$ cat src/rtl/ant_div_pkg.sv
package ant_div_pkg;
    localparam int CFG_W   = 8;
    localparam int EN_POS  = 7;
    localparam int DWELL_W = 6;

    typedef enum logic [1:0] {
        ST_IDLE,
        ST_DWELL_A,
        ST_DWELL_B,
        ST_DONE
    } meas_state_e;

    typedef struct packed {
        logic               hw_en;
        logic [DWELL_W-1:0] dwell;
    } ctrl_t;
endpackage

$ cat src/rtl/ant_div_prescale.sv
module ant_div_prescale #(
    parameter int STEP_LO = 20,
    parameter int STEP_HI = 40
) (
    input  logic clk,
    input  logic rst_n,
    input  logic run,
    input  logic step_hi,
    output logic tick
);
    localparam int CW = $clog2(STEP_HI + 1);
    localparam logic [CW-1:0] LIM_LO = CW'(STEP_LO - 1);
    localparam logic [CW-1:0] LIM_HI = CW'(STEP_HI - 1);

    logic [CW-1:0] cnt_q;
    logic [CW-1:0] limit;

    assign limit = step_hi ? LIM_HI : LIM_LO;
    assign tick  = run && (cnt_q == limit);

    always_ff @(posedge clk) begin
        if (!rst_n)
            cnt_q <= '0;
        else if (!run || tick)
            cnt_q <= '0;
        else
            cnt_q <= cnt_q + 1'b1;
    end
endmodule

$ cat src/rtl/ant_div_dwell.sv
module ant_div_dwell #(
    parameter int W = 6
) (
    input  logic         clk,
    input  logic         rst_n,
    input  logic         run,
    input  logic         tick,
    input  logic [W-1:0] limit,
    output logic         last
);
    logic [W-1:0] cnt_q;

    assign last = run && tick && (cnt_q == limit - W'(1));

    always_ff @(posedge clk) begin
        if (!rst_n)
            cnt_q <= '0;
        else if (!run || last)
            cnt_q <= '0;
        else if (tick)
            cnt_q <= cnt_q + 1'b1;
    end
endmodule

$ cat src/rtl/ant_div_ctrl.sv
module ant_div_ctrl
    import ant_div_pkg::*;
#(
    parameter int RSSI_W  = 8,
    parameter int STEP_LO = 20,
    parameter int STEP_HI = 40
) (
    input  logic              clk,
    input  logic              rst_n,
    input  logic              cfg_we,
    input  logic [CFG_W-1:0]  cfg_wdata,
    input  logic              step_sel,
    input  logic              meas_start,
    input  logic [RSSI_W-1:0] rssi_in,
    input  logic              sw_sel,
    input  logic              sw_load,
    output logic              ant_sel,
    output logic [RSSI_W-1:0] rssi_a,
    output logic [RSSI_W-1:0] rssi_b,
    output logic              meas_done
);
    meas_state_e       state_q, state_d;
    ctrl_t             ctrl_q, snap_q;
    logic              snap_step_q;
    logic              ant_q, prior_q;
    logic [RSSI_W-1:0] rssi_a_q, rssi_b_q;
    logic              run, tick, dwell_end;

    assign run = (state_q == ST_DWELL_A) || (state_q == ST_DWELL_B);

    ant_div_prescale #(.STEP_LO(STEP_LO), .STEP_HI(STEP_HI)) u_pre (
        .clk    (clk),
        .rst_n  (rst_n),
        .run    (run),
        .step_hi(snap_step_q),
        .tick   (tick)
    );

    ant_div_dwell #(.W(DWELL_W)) u_dwell (
        .clk  (clk),
        .rst_n(rst_n),
        .run  (run),
        .tick (tick),
        .limit(snap_q.dwell),
        .last (dwell_end)
    );

    // state register
    always_ff @(posedge clk) begin
        if (!rst_n)
            state_q <= ST_IDLE;
        else
            state_q <= state_d;
    end

    // next-state logic
    always_comb begin
        state_d = state_q;
        unique case (state_q)
            ST_IDLE: begin
                if (meas_start)
                    state_d = (ctrl_q.dwell == '0) ? ST_DONE : ST_DWELL_A;
            end
            ST_DWELL_A: if (dwell_end) state_d = ST_DWELL_B;
            ST_DWELL_B: if (dwell_end) state_d = ST_DONE;
            ST_DONE:    state_d = ST_IDLE;
        endcase
    end

    // registered outputs and capture
    always_ff @(posedge clk) begin
        if (!rst_n) begin
            ctrl_q      <= '0;
            snap_q      <= '0;
            snap_step_q <= 1'b0;
            ant_q       <= 1'b0;
            prior_q     <= 1'b0;
            rssi_a_q    <= '0;
            rssi_b_q    <= '0;
        end else begin
            if (cfg_we)
                ctrl_q <= '{hw_en: cfg_wdata[EN_POS], dwell: cfg_wdata[DWELL_W-1:0]};
            unique case (state_q)
                ST_IDLE: begin
                    if (meas_start) begin
                        snap_q      <= ctrl_q;
                        snap_step_q <= step_sel;
                        prior_q     <= ant_q;
                        if (ctrl_q.dwell != '0)
                            ant_q <= 1'b0;
                    end else if (sw_load && !ctrl_q.hw_en) begin
                        ant_q <= sw_sel;
                    end
                end
                ST_DWELL_A: begin
                    if (dwell_end) begin
                        rssi_a_q <= rssi_in;
                        ant_q    <= 1'b1;
                    end
                end
                ST_DWELL_B: begin
                    if (dwell_end) begin
                        rssi_b_q <= rssi_in;
                        if (!snap_q.hw_en)
                            ant_q <= prior_q;
                        else if (rssi_in > rssi_a_q)
                            ant_q <= 1'b1;
                        else if (rssi_a_q > rssi_in)
                            ant_q <= 1'b0;
                        else
                            ant_q <= prior_q;
                    end
                end
                ST_DONE: begin
                end
            endcase
        end
    end

    assign ant_sel   = ant_q;
    assign rssi_a    = rssi_a_q;
    assign rssi_b    = rssi_b_q;
    assign meas_done = (state_q == ST_DONE);
endmodule

$ cat config.mk
export PLATFORM = sky130hd
export DESIGN_NAME = ant_div_ctrl
export DESIGN_NICKNAME = d
export VERILOG_FILES = /design/src/rtl/ant_div_pkg.sv /design/src/rtl/ant_div_prescale.sv /design/src/rtl/ant_div_dwell.sv /design/src/rtl/ant_div_ctrl.sv
export SDC_FILE = /design/constraint.sdc
export NUM_CORES = 1
export LEC_CHECK = 0
export ABC_CLOCK_PERIOD_IN_PS = 3300
export BUFFER_PORTS_ARGS = -buffer_cell sky130_fd_sc_hd__buf_2
export CAP_MARGIN = 20
export CORE_MARGIN = 2
export CORE_UTILIZATION = 30
export CTS_BUF_LIST = sky130_fd_sc_hd__clkbuf_4 sky130_fd_sc_hd__clkbuf_8 sky130_fd_sc_hd__clkbuf_16
export CTS_CLUSTER_DIAMETER = 200
export DETAILED_ROUTE_END_ITERATION = 8
export MAX_ROUTING_LAYER = met4
export SLEW_MARGIN = 15
export SYNTH_ARGS = -nofsm -noshare
export SYNTH_HDL_FRONTEND = slang
export SYNTH_SLANG_ARGS = --single-unit
$ cat constraint.sdc
create_clock -name clk -period 3.3 [get_ports clk]
set_input_delay 0.165 -clock clk [delete_from_list [all_inputs] [get_ports clk]]
set_output_delay 0.165 -clock clk [all_outputs]
set_load 0.01 [all_outputs]
* Word level (Yosys, flattened, before mapping)
Cells that the tools add are included.
** Operators by class
- Bitwise logic cells :: 1
- Order comparisons :: 2
- Multiplexer cells :: 15
- Reduce and logical (&&, ||, !) cells :: 20
- $add $sub $neg :: 3
- Equality and inequality tests :: 10
** Operators with widths (count)
- $gt A8 B8 Y1 :: 2
- $add A6 B1 Y6 const B :: 2
- $eq A6 B6 Y1 :: 2
- $mux W1 :: 8
- $mux W2 :: 4
- $pmux W2 S4 :: 1
- $logic_not A6 Y1 :: 1
- $mux W6 :: 1
- $ne A3 B3 Y1 const B :: 2
- $reduce_and A2 Y1 :: 3
- $reduce_bool A6 Y1 :: 1
- $sub A6 B1 Y6 const B :: 1
- $reduce_and A5 Y1 :: 1
- $eq A2 B2 Y1 const B :: 2
- $logic_and A1 B1 Y1 :: 4
- $ne A2 B1 Y1 const B :: 2
- $reduce_or A2 Y1 :: 2
- $logic_or A1 B1 Y1 :: 3
- $pmux W1 S3 :: 1
- $reduce_and A3 Y1 :: 1
- $reduce_bool A3 Y1 :: 1
- $eq A2 B1 Y1 const B :: 1
- $logic_not A1 Y1 :: 2
- $logic_not A2 Y1 :: 1
- 2 further kinds :: 2
** Storage, ports and cells
- Input bits :: 23
- Word-level logic and storage cells :: 63
- Bits in registers :: 47

* Depth between registers and ports, before layout
Gate-level depths: netlist (run 1).
- Word-level depth :: 7
- Mapped depth :: 8
- Depth with buffers taken out :: 8

* Cells and area by module
A second synthesis (run 1) with hierarchy kept.
** Unflattened totals
- Cells, all modules :: 266
- Area total of the unflattened synthesis :: 2386.0 sq um
** By module, submodules not included
- ant_div_ctrl :: cells each 192, times used 1, sequential area each 700.7 sq um, area each 1669.1 sq um
- ant_div_dwell :: cells each 46, times used 1, sequential area each 120.1 sq um, area each 437.9 sq um
- ant_div_prescale :: cells each 28, times used 1, sequential area each 120.1 sq um, area each 279.0 sq um

* Least setup slack after synthesis (run 1)
OpenSTA, ideal clock, no wires.
- Kind :: reg2reg
- Start :: register u_pre.cnt_q[2]
- End :: register u_dwell.cnt_q[0]
- Stages on the path, launching flop included :: 7
- Arrival time :: 2053 ps
- Required time :: 3179 ps
- Buffers on the path :: 0
- Setup time :: 121 ps
- Setup slack :: 1126 ps
- Cells stage by stage :: dfxtp_1 > or4b_4 > a211oi_4 > o2111ai_1 > nor3_4 > nand3b_1 > nor2_1
** On the way
- Cells in the longest elaborated chain, start to end :: 6
** Ends and longest elaborated chain
- start: declaration :: line ant_div_prescale.sv:15 : logic [CW-1:0] cnt_q;
- start signal: assignment :: line ant_div_prescale.sv:27 : cnt_q <= cnt_q + 1'b1;
- $eq A6 B6 Y1 (*) :: line ant_div_prescale.sv:19 : assign tick = run && (cnt_q == limit);
- $logic_and A1 B1 Y1 (*) :: line ant_div_prescale.sv:19
- $logic_and A1 B1 Y1 (2 in series) :: line ant_div_dwell.sv:13 : assign last = run && tick && (cnt_q == limit - W'(1));
- $logic_or A1 B1 Y1 :: line ant_div_dwell.sv:18 : else if (!run || last)
- $reduce_or A2 Y1 (no line)
- end signal: assignment :: line ant_div_dwell.sv:21 : cnt_q <= cnt_q + 1'b1;
- end: declaration :: line ant_div_dwell.sv:11 : logic [W-1:0] cnt_q;
Every way passes the cells marked *; elsewhere a longest branch is shown, timed or not.
A chain may end at the register's enable or synchronous reset.

* Final worst setup path (run 1)
- Start :: register u_pre.cnt_q[2]
- End :: register u_dwell.cnt_q[5]
The elaborated chain is that of the path after synthesis.

==> results.md, run 1 <==
* Status: completed
* RSZ-0062 raised after global routing: no
* Worst path required time at 3480 ps
* Mux cell area share after synthesis at between 10 and 15%
* Total power draw at roughly 1.4 mW
* Final Cell Area at 0.00276 mm^2
* Cell taking the most area after synthesis: dfxtp_1
* Vias per cell at between 4 and 5
* Critical path class: flip-flop to flip-flop
* Clock latency on the worst-skew pair at between 200 and 300 ps
* DP Worst Slack at ~860 ps
* Post-Syn Instances at 262
* CTS tree: yes
* Fin util at 36.0%
* Grt ovf at 0
* Max Root-Sink Buffers at 2
* Top-area cell type share of the netlist area at about two fifths
* Main combinational cell family by area after synthesis: simple AND/OR/NAND/NOR gates
* CP max FO at 8
* Mapped cell area at roughly 0.0024 mm^2
* Clk root buf: clkbuf_8
* Die width at 92.6 um
* Post-CTS Setup Inserts at 0
* Skew final at around 6.1 ps
* Setup TNS Final at 0 ps
* First-pass GRT wire length at between 7000 and 8000 um
* Critical path's slowest cell: or4b_4
* Layout net count at between 300 and 400
* DR vias at around 1.8k
* Yosys cell types at 38
* Die height at slightly above 90 um
* Pleak at about 1.3 nW
* Top_reg_cell synth: dfxtp_1
* Hold crit path type: input port to flip-flop
* Final Non-Filler Cells at between 400 and 500
* #FFs+latches synth at 47
* CP startpoint kind: flip-flop
* Hpwl dp at 3430 um
* Adder-cell share of the synthesized area at approximately 8%
* CTS Hold Bufs at 0
* DRC errors left at 0
* First DRT Iteration DRCs at ~60
* Share of layout cells above drive strength 1 at between 10% and 20%
* Final worst slack at between 800 and 900 ps
* FP Rows at 32
* Fmax at around 0.41 GHz
* Min cycle time layout at 2430 ps
* Initial Util at a little under a third
* Wire length per cell at 11.4 um
* Post-CTS Resized at 0
* Post-synthesis xor/xnor area fraction at under 10%
* Synth Area in Compound Gates at a little under an eighth
* Top Ports at 41
* Hold_ws at 128 ps
* Initial DRT Pass Iterations at 4
* Area delta synth->final at 17.1%
* CP delay by family, top: simple AND/OR/NAND/NOR gates
* Async S/R FF share, synth at 0%
* WL final at about 4600 um
* Vias in the first global route at ~1.7k
* Synthesis Warnings at 0
* Synthesized area per cell at about 9 um^2
* GPL Wtd Cong at 0.713
* Core area at 0.00765 mm^2
* Post-synth EDFFs at 0
* Max-Cap Viols at 0
* Cell total after placement at between 300 and 400
* Register area share after synthesis at approximately two fifths
* Power per cell area at just under 500 mW/mm^2
* # fillers at slightly below 800
* Final worst path period share at between 70% and 80%
* Hold Violations, Final at 0
* Crit-path max cell delay at roughly 560 ps
* Area after DPL at roughly 0.0026 mm^2
* Largest net degree at the start of global routing at 49
* Initial antenna violation count at 0
* CTS H-Tree Depth at 2
* Syn_nets at 300
* Cell breakdown of the critical path: or4b_4, a211oi_4, o2111ai_1, nor3_4, nand3b_1, nor2_1
* Num CTS Buffers at 5
* Slew margin rel. at 49.6%
* Worst EP arrival at approximately 2600 ps
* Die ar. at between 0.008 and 0.009 mm^2
* Clock transition at path regs at approximately 80 ps
* N_diodes at 0
* Setup crit end kind: flip-flop
* I/O Buffers at 39
* WP buf/inv at 0
* Clock sink count at 47
* Antenna Nets Post-Route at 0
* Final Max Slew Viols at 0
* Post-Synth Simple-Gate Area at around 21%
* Final setup fails at 0
* Peak VDD IR at about 0.00022 V
* Worst-margin pin slew at ~760 ps
* Total GRT Usage at between 10% and 20%
* Top cells by area, synth: dfxtp_1 (40%), mux2i_1 (10%), nand2_1 (8.1%)
## synth_stat cells, drive strengths merged, types with 2 or more instances
cell and instances:
nand2 53, dfxtp 47, mux2i 24, inv 17, nor2 17, ha 15
a21boi 9, nor2b 8, xnor2 8, xor2 8, a21oi 7, clkbuf 7
o21ai 6, nand4 4, a211oi 3, nand3 3, nand3b 3, a2111oi 2
nor3 2, o2111ai 2, o21a 2, o22ai 2
## worst min-delay path: stages
cell and delay (ps):
buf_2 80, mux2i_1 50, nor2b_1 90
## area by class of cell
cell class	count	area, um^2	share of cell area [%]
multi-input combinational	191	1320	48.0
sequential	47	941	34.2
timing repair buffer	39	195	7.08
tap	102	128	4.63
clock buffer	5	68.8	2.50
inverter	17	63.8	2.32
clock inverter	2	37.5	1.36
## power by group
| part | switching (mW) | internal, mW |
|---|---|---|
| Combinational | 0.196 | 0.123 |
| Sequential | 0.0276 | 0.601 |
| Clock | 0.191 | 0.222 |
| Total | 0.415 | 0.946 |
## layout by cell type, fill, tap and decap left out, drive strengths merged, types with 2 or more instances in the layout
cell     synthesis  layout
nand3b           3       3
clkbuf           7       5
nand3            3       3
nand2           53      53
nor2            17      17
o21ai            6       6
xor2             8       8
o22ai            2       2
o21a             2       2
nor3             2       2
a211oi           3       3
buf              0      39
dfxtp           47      47
o2111ai          2       2
mux2i           24      24
nor2b            8       8
a21boi           9       9
ha              15      15
inv             17      17
a21oi            7       7
a2111oi          2       2
xnor2            8       8
nand4            4       4
## state kept, by name, summed over array words and instances, names as in the netlist
signal,flops
rssi_b,8
ctrl_q,7
prior_q,1
state_q,2
u_dwell.cnt_q,6
u_pre.cnt_q,6
ant_sel,1
snap_q,7
rssi_a,8
snap_step_q,1
## path summary, 6_finish.rpt
kind | from | to | slack (ps) | cells after the start
hold reg to reg | u_pre.cnt_q[0] | u_pre.cnt_q[0] | 450 | 1
setup / recovery | u_pre.cnt_q[2] | u_dwell.cnt_q[5] | 870 | 6
hold / removal | cfg_wdata[0] | ctrl_q[0] | 130 | 3
setup reg to reg | u_pre.cnt_q[2] | u_dwell.cnt_q[5] | 870 | 6
## cell families (layout without fill, tap and decap cells)
family          after synthesis  in the layout
flops                        47             47
simple gates                 99             99
xor+xnor                     16             16
fa+ha+maj                    15             15
compound gates               37             37
mux                          24             24
buf+inv                      24             63
## routing by layer
metal  vias up  global-route usage (%)  share of wire (%)  wire length (um)
met3         7                    2.77                2.8               129
li1        962                       -                  -                 -
met5         -                       -                  0                 0
met2        19                    17.7                 45              2080
met1       836                    15.1                 51              2320
met4         0                    3.61                1.1                51
Note: power is estimated with default switching activity, not from simulation.
==> run 2, diff against run 1 <==
- ABC_CLOCK_PERIOD_IN_PS: 3300 -> 2500
- clock period: 3.3 -> 2.5 ns (I/O delays scaled with it)
==> run 2 against run 1 <==
  * Final cell count grew 0.74%
  * Sequential share of layout area is 0.55 points lower
  * Sequential power grew 32%
  * Combinational power is 31% higher
  * Utilization increased by 0.59 points
  * Critical path depth did not move
  * Global-route usage rose by 0.47 points
  * Clock power increased by 59%
  * Largest power group unchanged
  * Worst hold slack worse by 43 ps
==> results.md, run 2 (same netlist as run 1, synthesis figures left out) <==
* Status: completed
* Clock transition at path regs at 80 ps (about the same)
* Cell breakdown of the critical path: or4b_4, a211oi_4, o2111ai_1, nor3_4, nand3b_1, nor2_1
* Hold crit path type: input port to flip-flop
* Die width at 92.6 um (unchanged)
* Worst EP arrival at 2460 ps (-160 ps)
* Sequential share of power at 43.6% (-2.6 points)
* CTS tree: yes
* Die height at 92.6 um (unchanged)
* Critical path class: flip-flop to flip-flop
* Setup crit start: u_pre.cnt_q[2]
* Fmax at 0.440 GHz (+7.1%)
* Crit Reg-Reg Endpoint: u_dwell.cnt_q[5]
* First-pass GRT wire length at 8050 um (+3.3%)
* Area delta synth->final at 19.0%
* CP max FO at 8 (unchanged)
* Final Cell Area at 0.00280 mm^2 (+1.6%)
* Crit-path max cell delay at 550 ps (about the same)
* Skew final at 13.7 ps (+7.61 ps)
* Max-Cap Viols at 0 (unchanged)
* Hold Violations, Final at 0 (unchanged)
* Worst-margin pin slew at 525 ps (-232 ps)
* Worst hold start: cfg_wdata[1]
* Power per cell area at 679 mW/mm^2 (+38%)
* FP Rows at 32 (unchanged)
* Hpwl dp at 3470 um (+1.1%)
* CTS Hold Bufs at 0 (unchanged)
* Commonest non-fill, non-tap cell in the layout: nand2_1
* Post-CTS Setup Inserts at 0 (unchanged)
* Final Max Slew Viols at 0 (unchanged)
* Die ar. at 0.00857 mm^2 (unchanged)
* Initial DRT Pass Iterations at 4 (unchanged)
* Metal1 wirelength at 2270 um (-1.9%)
* Setup crit end kind: flip-flop
* Min cycle time layout at 2270 ps (-161 ps)
* Post-CTS Resized at 0 (unchanged)
* WL final at 4580 um (about the same)
* Worst path required time at 2680 ps (-800 ps)
* Switch share at 28.7% (-1.7 points)
* Max Root-Sink Buffers at 2 (unchanged)
* Wire length per cell at 11.3 um (-0.65%)
* Net Switching at 0.547 mW (+32%)
* Top Ports at 41 (unchanged)
* Critical path's slowest cell: or4b_4
* I/O Buffers at 39 (unchanged)
* Grt ovf at 0 (unchanged)
* Most frequent cells in the layout: nand2_1 (51), dfxtp_1 (47), buf_2 (39), mux2i_1 (24)
* Initial antenna violation count at 0 (unchanged)
* Peak VDD IR at 0.000381 V (+70%)
* Final setup fails at 0 (unchanged)
* Vias in the first global route at 1787 (+3.4%)
* Largest net degree at the start of global routing at 34 (-31%)
* Clock latency on the worst-skew pair at 300 ps (about the same)
* Reg2reg path depth at 6 (unchanged)
* Clock sink count at 47 (unchanged)
* CP Capture Point: u_dwell.cnt_q[5]
* FF-to-FF Start: u_pre.cnt_q[2]
* Met2 Wirelength at 2080 um (-0.19%)
* Num CTS Buffers at 5 (unchanged)
* Share of layout cells above drive strength 1 at 18.8% (+0.81 points)
* Vias per cell at 4.52 (-0.14%)
* R2r setup slk at 230 ps (-640 ps)
* Clock power share at 34.4% (+4.1 points)
* Total power draw at 1.90 mW (+40%)
* CTS H-Tree Depth at 2 (unchanged)
* Initial Util at 30.8% (unchanged)
* Comb power frac at 22.0% (-1.4 points)
* Final worst path period share at 91.0% (+17 points)
* CP startpoint kind: flip-flop
* DRC errors left at 0 (unchanged)
* First DRT Iteration DRCs at 57 (-3.4%)
* N_diodes at 0 (unchanged)
* RSZ-0062 raised after global routing: no
* Layout net count at 341 (+0.59%)
* Highest routed layer: met4
* Met3 WL post-DR at 156 um (+21%)
* Core area at 0.00765 mm^2 (unchanged)
* DR vias at 1835 (+0.60%)
* GPL Wtd Cong at 0.694 (-2.7%)
* Slew margin rel. at 65.0% (+15 points)
* Antenna Nets Post-Route at 0 (unchanged)
* Clk root buf: clkbuf_8
* Area after DPL at 0.00266 mm^2 (+0.57%)
* Int Power at 1.36 mW (+43%)
* Setup TNS Final at 0 ps (unchanged)
* Total GRT Usage at 12.0% (+0.47 points)
* Pleak at 1.29 nW (+1.9%)
-- run 2: metrics by stage --
| stage | setup WS (ps) | util, % | hold WS (ps) | cells |
|---|---|---|---|---|
| after global placement | 253 | 34.8 | 382 | 398 |
| after detailed placement | 215 | 34.8 | 395 | 398 |
| after floorplan | 326 | - | 270 | 262 |
| after CTS | 212 | 36.6 | 85.5 | 406 |
| after global routing | 31.6 | 36.6 | 80.3 | 406 |
| final | 226 | 36.6 | 85.7 | 406 |
-- run 2: area by class of cell --
type	instances	area [um^2]
sequential	47	941
inverter	17	63.8
timing repair buffer	41	210
tap	102	128
clock inverter	3	67.6
clock buffer	5	68.8
multi-input combinational	191	1320
fill	807	4850
-- run 2: per-layer routing --
metal	GRT usage [%]	vias up
met5	-	-
met4	5.10	0
met3	3.01	4
met2	18.9	19
met1	14.7	841
li1	-	971
-- run 2: how the worst min path moves through the flow --
stage                        endpoint  slack [ps]  cells after the start
after floorplan           snap_step_q         270                      2
after global placement      ctrl_q[3]         380                      3
after detailed placement    ctrl_q[6]         390                      3
after CTS                   ctrl_q[6]          90                      3
after global routing        ctrl_q[6]          80                      3
final                       ctrl_q[1]          90                      3
-- run 2: critical path, delay by kind of cell (launching register included) --
family	cells	cell delay, ps
AND/OR/NAND/NOR	4	1350
AO/OA/AOI/OAI	2	460
flip-flops	1	360
-- run 2: power groups by stage --
stage               Clock, mW  Combinational [mW]  Sequential [mW]
detailed placement          0               0.420            0.848
CTS                     0.678               0.424            0.830
global placement            0               0.417            0.846
finish                  0.654               0.418            0.829
global route            0.713               0.481            0.837
floorplan                   0               0.324            0.841
